<file path="config.mk">
export PLATFORM = sky130hd
export DESIGN_NAME = dbg_event_rec
export DESIGN_NICKNAME = d
export VERILOG_FILES = /design/src/rtl/dbg_evt_pkg.sv /design/src/rtl/dbg_evt_detect.sv /design/src/rtl/dbg_evt_status.sv /design/src/rtl/dbg_evt_irq_ctl.sv /design/src/rtl/dbg_event_rec.sv
export SDC_FILE = /design/constraint.sdc
export NUM_CORES = 1
export LEC_CHECK = 0
export ABC_AREA = 1
export CAP_MARGIN = 20
export CELL_PAD_IN_SITES_DETAIL_PLACEMENT = 0
export CELL_PAD_IN_SITES_GLOBAL_PLACEMENT = 1
export CORE_ASPECT_RATIO = 0.8
export CORE_MARGIN = 2
export CORE_UTILIZATION = 33
export DETAILED_ROUTE_END_ITERATION = 10
export MAX_ROUTING_LAYER = met4
export PLACE_DENSITY_LB_ADDON = 0.1
export SETUP_SLACK_MARGIN = 0.1
export SLEW_MARGIN = 20
export SYNTH_ARGS = -nofsm -noshare
export SYNTH_HDL_FRONTEND = slang
export SYNTH_SLANG_ARGS = --single-unit
</file>
<file path="constraint.sdc">
create_clock -name clk -period 3.5 [get_ports clk]
set_input_delay 0.7 -clock clk [delete_from_list [all_inputs] [get_ports clk]]
set_output_delay 0.7 -clock clk [all_outputs]
set_load 0.05 [all_outputs]
</file>
<file path="src/rtl/dbg_evt_pkg.sv">
package dbg_evt_pkg;
  localparam int ST_RET  = 0;
  localparam int ST_UDE  = 1;
  localparam int ST_CRIT = 2;
  localparam int ST_IMP  = 3;
  localparam int ST_W    = 4;

  typedef struct packed {
    logic crit;
    logic ude;
    logic ret;
  } evt_hits_t;
endpackage

</file>
<file path="src/rtl/dbg_evt_detect.sv">
module dbg_evt_detect
  import dbg_evt_pkg::*;
#(
  parameter int ADDR_W = 32
) (
  input  logic              ret_exec,
  input  logic              ret_en,
  input  logic [ADDR_W-1:0] ret_pc,
  input  logic              ude_req,
  input  logic [ADDR_W-1:0] ude_pc,
  input  logic              crit_take,
  input  logic              crit_en,
  input  logic [ADDR_W-1:0] crit_pc,
  output evt_hits_t         hits,
  output logic              any_hit,
  output logic [ADDR_W-1:0] hit_pc
);
  always_comb begin
    hits.ret  = ret_exec & ret_en;
    hits.crit = crit_take & crit_en;
    hits.ude  = ude_req;
    any_hit   = hits.ret | hits.crit | hits.ude;
    // fixed order: return, then critical, then unconditional
    if (hits.ret)       hit_pc = ret_pc;
    else if (hits.crit) hit_pc = crit_pc;
    else                hit_pc = ude_pc;
  end
endmodule

</file>
<file path="src/rtl/dbg_evt_status.sv">
module dbg_evt_status #(
  parameter int SW = 4
) (
  input  logic          clk,
  input  logic          rst_n,
  input  logic [SW-1:0] set_vec,
  input  logic [SW-1:0] clr_vec,
  output logic [SW-1:0] sts_q
);
  logic [SW-1:0] sts_d;

  for (genvar i = 0; i < SW; i++) begin : g_bit
    // a new event wins over a clear of the same bit
    always_comb sts_d[i] = set_vec[i] | (sts_q[i] & ~clr_vec[i]);

    always_ff @(posedge clk or negedge rst_n) begin
      if (!rst_n) sts_q[i] <= 1'b0;
      else        sts_q[i] <= sts_d[i];
    end
  end
endmodule

</file>
<file path="src/rtl/dbg_evt_irq_ctl.sv">
module dbg_evt_irq_ctl #(
  parameter int ADDR_W = 32
) (
  input  logic              clk,
  input  logic              rst_n,
  input  logic              de_wr,
  input  logic              de_wr_val,
  input  logic [ADDR_W-1:0] de_wr_next_pc,
  input  logic              hold,
  input  logic              any_hit,
  input  logic [ADDR_W-1:0] hit_pc,
  input  logic              pend_any,
  output logic              fire,
  output logic              irq_q,
  output logic [ADDR_W-1:0] save_q,
  output logic              en_q
);
  logic              en_d;
  logic [ADDR_W-1:0] resume_q, resume_d;
  logic              resume_ce;
  logic [ADDR_W-1:0] prec_q, prec_d;
  logic              prec_vld_q, prec_vld_d;
  logic              prec_ce;
  logic [ADDR_W-1:0] save_d;
  logic              save_ce;

  always_comb begin
    fire      = en_q & ~hold & (any_hit | pend_any);
    en_d      = fire ? 1'b0 : (de_wr ? de_wr_val : en_q);
    resume_ce = de_wr & de_wr_val;
    resume_d  = de_wr_next_pc;
    prec_ce   = en_q & any_hit & ~fire & ~prec_vld_q;
    prec_d    = hit_pc;
    if (fire)                  prec_vld_d = 1'b0;
    else if (de_wr & ~de_wr_val) prec_vld_d = 1'b0;
    else if (prec_ce)          prec_vld_d = 1'b1;
    else if (!pend_any)        prec_vld_d = 1'b0;
    else                       prec_vld_d = prec_vld_q;
    save_ce = fire;
    if (any_hit)         save_d = hit_pc;
    else if (prec_vld_q) save_d = prec_q;
    else                 save_d = resume_q;
  end

  always_ff @(posedge clk or negedge rst_n) begin
    if (!rst_n) begin
      en_q       <= 1'b0;
      irq_q      <= 1'b0;
      prec_vld_q <= 1'b0;
      resume_q   <= '0;
      prec_q     <= '0;
      save_q     <= '0;
    end else begin
      en_q       <= en_d;
      irq_q      <= fire;
      prec_vld_q <= prec_vld_d;
      if (resume_ce) resume_q <= resume_d;
      if (prec_ce)   prec_q   <= prec_d;
      if (save_ce)   save_q   <= save_d;
    end
  end
endmodule

</file>
<file path="src/rtl/dbg_event_rec.sv">
module dbg_event_rec
  import dbg_evt_pkg::*;
#(
  parameter int ADDR_W = 32
) (
  input  logic              clk,
  input  logic              rst_n,
  input  logic              ret_exec,
  input  logic [ADDR_W-1:0] ret_pc,
  input  logic              ude_req,
  input  logic [ADDR_W-1:0] ude_pc,
  input  logic              crit_take,
  input  logic [ADDR_W-1:0] crit_pc,
  input  logic              ctl_ret_en,
  input  logic              ctl_crit_en,
  input  logic              de_wr,
  input  logic              de_wr_val,
  input  logic [ADDR_W-1:0] de_wr_next_pc,
  input  logic              hi_prio_pend,
  input  logic [ST_W-1:0]   sts_clr,
  output logic [ST_W-1:0]   dbg_status,
  output logic              dbg_irq,
  output logic [ADDR_W-1:0] dbg_save_pc,
  output logic              dbg_en
);
  logic              rst_meta_n, rst_sync_n;
  evt_hits_t         hits;
  logic              any_hit;
  logic [ADDR_W-1:0] hit_pc;
  logic [ST_W-1:0]   set_vec;
  logic              pend_any;
  logic              fire;

  always_ff @(posedge clk or negedge rst_n) begin
    if (!rst_n) begin
      rst_meta_n <= 1'b0;
      rst_sync_n <= 1'b0;
    end else begin
      rst_meta_n <= 1'b1;
      rst_sync_n <= rst_meta_n;
    end
  end

  dbg_evt_detect #(.ADDR_W(ADDR_W)) u_detect (
    .ret_exec  (ret_exec),
    .ret_en    (ctl_ret_en),
    .ret_pc    (ret_pc),
    .ude_req   (ude_req),
    .ude_pc    (ude_pc),
    .crit_take (crit_take),
    .crit_en   (ctl_crit_en),
    .crit_pc   (crit_pc),
    .hits      (hits),
    .any_hit   (any_hit),
    .hit_pc    (hit_pc)
  );

  always_comb begin
    set_vec          = '0;
    set_vec[ST_RET]  = hits.ret;
    set_vec[ST_UDE]  = hits.ude;
    set_vec[ST_CRIT] = hits.crit;
    set_vec[ST_IMP]  = any_hit & ~dbg_en;
    pend_any = dbg_status[ST_RET] | dbg_status[ST_UDE] | dbg_status[ST_CRIT];
  end

  dbg_evt_status #(.SW(ST_W)) u_status (
    .clk     (clk),
    .rst_n   (rst_sync_n),
    .set_vec (set_vec),
    .clr_vec (sts_clr),
    .sts_q   (dbg_status)
  );

  dbg_evt_irq_ctl #(.ADDR_W(ADDR_W)) u_irq (
    .clk           (clk),
    .rst_n         (rst_sync_n),
    .de_wr         (de_wr),
    .de_wr_val     (de_wr_val),
    .de_wr_next_pc (de_wr_next_pc),
    .hold          (hi_prio_pend),
    .any_hit       (any_hit),
    .hit_pc        (hit_pc),
    .pend_any      (pend_any),
    .fire          (fire),
    .irq_q         (dbg_irq),
    .save_q        (dbg_save_pc),
    .en_q          (dbg_en)
  );
endmodule

</file>
Yosys cells after proc, flatten, opt, wreduce, memory -nomap -nowiden
Cells that the tools add are included.
- flip-flop bits (word level): 105
- bits of input ports: 142
- output and inout bits: 38
- word-level logic and storage cells: 56
- eq/ne operators: 1
- mux-type cells: 10
- bitwise operators: 32
- reductions and logical operators: 1
- operators with widths (operator ; count):
    32-bit two-way mux ; 4
    1-bit bitwise AND ; 14
    1-bit NOT ; 9
    1-bit bitwise OR ; 9
    1-bit two-way mux ; 6
    4-bit != test (second input constant) ; 1
    2-bit nonzero test ; 1

Longest topological paths before layout
- depth in word-level cells: 11
- gate-level depth with buffers: 8
- mapped depth without buffers: 6

By module
A second synthesis with hierarchy kept.
- cell total of the unflattened synthesis: 844
- area total of the unflattened synthesis: 5793.1 sq um
- modules (own cells, without submodules) (module ; times used ; cells an instance ; area each (sq um) ; sequential area each (sq um)):
    dbg_evt_irq_ctl ; 1 ; 568 ; 4443.0 ; 2477.4
    dbg_evt_detect ; 1 ; 248 ; 1117.3 ; 0.0
    dbg_evt_status ; 1 ; 20 ; 160.2 ; 100.1
    dbg_event_rec ; 1 ; 8 ; 72.6 ; 50.0

Worst setup path before layout
No wires, ideal clock.
- path type: input-to-reg
- start: in crit_take
- end: reg u_irq.save_q[10]
- library setup time: 0.118 ns
- arrival: 1.543 ns
- required time: 3.382 ns
- slack: 1.839 ns
- stages on the path: 8
- buffers on the path: 2
- path through: buf_2 -> nand2_4 -> nand3_4 -> nor2_2 -> nor2_4 -> buf_6 -> nand3_1 -> nand2_1
- cells in the longest elaborated chain, start to end: 5
- elaborated cells on any way between the ends: 8
- those cells by class: mux (3); bitwise (5)
- RTL lines (item ; RTL line ; RTL):
    start, declared ; dbg_event_rec.sv:12 ; input logic crit_take,
    1-bit bitwise AND * ; dbg_evt_detect.sv:20 ; hits.crit = crit_take & crit_en;
    1-bit bitwise OR (2 in series) ; dbg_evt_detect.sv:22 ; any_hit = hits.ret | hits.crit | hits.ude;
    1-bit bitwise OR ; dbg_evt_irq_ctl.sv:28 ; fire = en_q & ~hold & (any_hit | pend_any);
    1-bit bitwise AND ; dbg_evt_irq_ctl.sv:28 ;
    end signal, assigned ; dbg_evt_irq_ctl.sv:59 ; if (save_ce) save_q <= save_d;
    end, declared ; dbg_evt_irq_ctl.sv:15 ; output logic [ADDR_W-1:0] save_q,
Every way passes the cells marked *; elsewhere a longest branch is shown, timed or not.
A chain may end at the register's enable or synchronous reset.

Worst setup path in the final report
- start: reg u_irq.en_q
- end: out dbg_en
- RTL lines (item ; RTL line ; RTL):
    start, declared ; dbg_evt_irq_ctl.sv:16 ; output logic en_q
    start signal, assigned ; dbg_evt_irq_ctl.sv:54 ; en_q <= en_d;
    end, declared ; dbg_event_rec.sv:24 ; output logic dbg_en
No word-level cell between the ends.

==> results.md <==
- The worst path in the final design needs a cycle of 2.41 ns, including I/O delays and setup.
- For this run, global-route usage on met1 was measured as 0.325.
- The signal on the critical path passes through clkdlybuf4s50_1.
- The maximum VDD drop is 265 uV.
- The total core area is 16700 um2.
- The number of nets with antenna violations after detailed routing is 0.
- The CTS tree is yes.
- The internal portion of the total power is 2.71 mW.
- The average instance in the mapped netlist occupies approximately 7.5 um2.
- The root buffer cell is sky130_fd_sc_hd__clkbuf_16.
- In this run the number of cells on the critical path is 1.
- The startpoint kind of the worst setup timing path is a flop.
- The buffering stage count on the worst path with inverters included is 1.
- The endpoint class of the critical path is an output pin.
- In this run the tool buffered the top-level ports with around 180 buffer cells.
- The most critical setup path has its startpoint at u_irq.en_q.
- The flow ran to the end, and the final reports show no timing, DRC or antenna violations.
- The vias per cell is 4.77.
- The data required time at the worst endpoint is roughly 2.8 ns.
- The share of synthesized area in the top cell type comes to 0.461.
- The total DRC errors in the routed layout is 0.
- The floorplan step defined a die boundary enclosing approximately 18000 um2.
- Measured in cells, the most critical reg-to-reg path has a length of 6.
- The most instantiated flip-flop cell in the synthesis netlist is sky130_fd_sc_hd__dfrtp_1.
- The multi-input combinational cells in the finished layout cover a total of between 2000 and 3000 um2.
- The I/O pin count is 180.
- In this run the tightest slew margin relative to its limit is 0.368.
- The depth of the worst hold-timing path is 0.
- The sum of negative setup slack is 0 ns.
- Setup violations remaining at the end of the flow were counted as 0.
- The number of nets in the layout is roughly 1100.
- The floorplan step set the die height to 122 um.
- The average wire length per cell after detail routing is 17.0 um.
- The number of global-route vias before repair came to roughly 5600.
- Setup repair after global routing left no endpoint under its margin.
- Of the total power, the clock network draws 0.245.
- The maximum buffer depth of the clock tree is 2.
- Clock tree synthesis inserted a total of 9 buffers.
- In this run the most used layer during global routing was met1.
- The cell family with the largest share of critical-path delay is buffers and inverters.
- Synthesis produced a netlist whose cell count is 761.
- Summed over all layers, the global routing overflow is 0.
- Across every metal layer, demand over resource in global routing totals 0.226.
- The fraction of layout cells with a size suffix above 1 is 0.0759.
- The total of fill cells in the finished design is roughly 1700.
- CTS saw 105 sinks.
- The total nets after synthesis is around 900.
- Dividing total power by cell area gives a power density of around 550 nW/um2.
- The global-route wire length before repair is 30600 um.
- The synthesized cell area is roughly 5700 um2.
- For this configuration, the core starts out at a cell density of 0.341.
- The deepest level of the CTS H-tree is 3.
- Of the total power, registers draw 0.400.
- The total number of yosys warnings is 0.
- The initial antenna violation count is 1.
- Buffers inserted to repair hold after CTS numbered 0.
- The total of cells resized after clock tree synthesis is 0.
- The placement row count is 42.
- The share of synthesized registers carrying an async set or reset is 1.00.
- Timing would allow up to 415 MHz.
- The width of the chip is 151 um.
- The number of slew-limit violations in the final report is 0.
- Clock-pin slew was measured on the worst setup and hold paths at 0.07 ns.
- At the end of routability-driven placement, the weighted congestion stood at around 0.88.
- The switching power summed over all nets is 1.64 mW.
- The total wire length is 19500 um.
- In this run the cell area measured after placement is 7580 um2.
- The largest total area in the synthesized netlist belongs to sky130_fd_sc_hd__dfrtp_1.
- The standard cell with the maximum stage delay on the critical path is sky130_fd_sc_hd__clkdlybuf4s50_1.
- The pin count of the biggest net entering global routing is 58.
- Of the available clock period, the critical path in the final layout requires 0.688.
- The startpoint of the worst-slack reg-to-reg timing path is u_status.sts_q[2].
- In the global route stage, met2 resource usage came out at 0.321.
- The first-pass iteration count of the detailed router is 5.
- Across the run, the number of max-cap violations was 0.
- The synthesized design contains 0 enable-type register cells.
- The synthesized netlist contains 22 unique library cells.
- The final hold violation count was 0.
- From synthesis to final layout, the design area changed by 38.5%.
- Once the clock tree was built, the setup fixing pass inserted 0 buffers.
- The share of total power dissipated in combinational logic is 0.355.
- For this run, the register share of the synthesized area comes to 0.461.
- Detailed placement finished with a half-perimeter wire length of 13500 um.
- In this run the static leakage power is 3.97 nW.
- The tightest min-delay check is of the reg2reg type.
- The worst reg-to-reg setup slack is 1.62 ns.
- For the worst setup path, the data arrival time is about 1.7 ns.
- For met3 alone, demand over resource in global routing was 0.0519.
- The setup clock skew after layout is roughly 0.0067 ns.
- The post-layout instance area is roughly 7900 um2.
- In this run the worst path has a maximum fanout of 6.
- By startpoint and endpoint, the worst setup path is classified as reg2out.
- The clock latency of the later-clocked register in the worst-skew pair is 0.36 ns.
- The sequential cells in the finished layout cover a total of 2630 um2.
- In this design, the stage delay of the slowest critical-path cell is 0.86 ns.
- The number of DRC markers in iteration 0 is approximately 290.
- Counting flops and latches in the post-synthesis netlist gives 105.
- The worst hold path begins at rst_meta_n.
- The count of vias placed by the detailed router is 5450.
- Ranked by total cell area, the synthesized netlist is headed by sky130_fd_sc_hd__dfrtp_1 46%, sky130_fd_sc_hd__nand2_1 21%, sky130_fd_sc_hd__nand3_1 14%.
- At the pin with the least slew margin, the transition time is roughly 0.95 ns.
- Of the total power, the share spent switching nets is 0.377.
-- placed cells by master, fill, tap and decap left out, types with 2 or more instances in the layout --
cell type	count
sky130_fd_sc_hd__buf_2	2
sky130_fd_sc_hd__clkdlybuf4s50_1	177
sky130_fd_sc_hd__clkbuf_16	9
sky130_fd_sc_hd__mux2_2	32
sky130_fd_sc_hd__buf_4	11
sky130_fd_sc_hd__nand2_1	324
sky130_fd_sc_hd__nand3_1	162
sky130_fd_sc_hd__clkbuf_8	2
sky130_fd_sc_hd__nor2_1	3
sky130_fd_sc_hd__dfrtp_1	104
sky130_fd_sc_hd__inv_2	2
sky130_fd_sc_hd__o21ai_0	4
sky130_fd_sc_hd__inv_1	74
-- layer usage --
| metal | up-vias | wire length (um) | part of all wire |
|---|---|---|---|
| li1 | 2698 | - | - |
| met1 | 2530 | 9780 | 0.50 |
| met2 | 206 | 7960 | 0.41 |
| met3 | 16 | 1560 | 0.080 |
| met4 | 0 | 187 | 0.0096 |
| met5 | - | 0 | 0 |
-- cell families after synthesis --
group | after synthesis | synth area share
compound gates | 6 | 0.00747
buf+inv | 122 | 0.0969
mux | 32 | 0.0633
other cells | 1 | 0.000658
simple gates | 495 | 0.370
flops | 105 | 0.461
-- stage by stage --
| stage | cells | hold slack (ns) | util | total power, mW | setup slack [ns] |
|---|---|---|---|---|---|
| 6_report | 1143 | 0.362 | 0.472 | 4.35 | 1.09 |
| 5_1_grt | 1143 | 0.373 | 0.472 | 4.59 | 1.05 |
| 4_1_cts | 1142 | 0.365 | 0.472 | 4.38 | 1.06 |
| 3_5_place_dp | 1126 | 0.349 | 0.454 | 3.30 | 0.847 |
| 3_3_place_gp | 1126 | 0.341 | 0.454 | 3.28 | 0.883 |
| 2_1_floorplan | 761 | 0.331 | - | 2.68 | 0.358 |
-- final timing paths --
check                                     end
max reg2reg                   u_irq.save_q[3]
min in group asynchronous  u_irq.resume_q[12]
max                                    dbg_en
max in group asynchronous  u_irq.resume_q[11]
min reg2reg                        rst_sync_n
min                                rst_sync_n
-- registers in the layout, summed over array words and instances (netlist names), 4 cells and up --
signal,count
u_irq.save_q,32
u_status.sts_q,4
u_irq.resume_q,32
u_irq.prec_q,32
-- Yosys cell counts, types with 2 or more instances --
cell type	n
sky130_fd_sc_hd__buf_2	21
sky130_fd_sc_hd__buf_1	3
sky130_fd_sc_hd__dfrtp_1	105
sky130_fd_sc_hd__inv_1	74
sky130_fd_sc_hd__inv_2	2
sky130_fd_sc_hd__nand3_1	162
sky130_fd_sc_hd__buf_4	6
sky130_fd_sc_hd__nand2_1	325
sky130_fd_sc_hd__mux2_2	32
sky130_fd_sc_hd__clkbuf_1	9
sky130_fd_sc_hd__buf_6	6
sky130_fd_sc_hd__nor2_1	3
sky130_fd_sc_hd__o21ai_0	4
-- power by group through the flow --
stage	registers (mW)	clock network, mW	logic, mW
after floorplan	2.10	0	0.584
after global placement	1.75	0	1.53
after detailed placement	1.76	0	1.55
after CTS	1.74	1.09	1.55
after global routing	1.78	1.14	1.68
final	1.74	1.07	1.54
-- cell type report --
class | instances | share of cell area
Sequential cell | 105 | 0.334
Multi-Input combinational cell | 534 | 0.319
Timing Repair Buffer | 190 | 0.236
Inverter | 77 | 0.0366
Tap cell | 220 | 0.0349
Clock buffer | 12 | 0.0325
Clock inverter | 4 | 0.00650
Antenna cell | 1 | 0.000317
No activity file was read; power rests on OpenSTA's default activity.
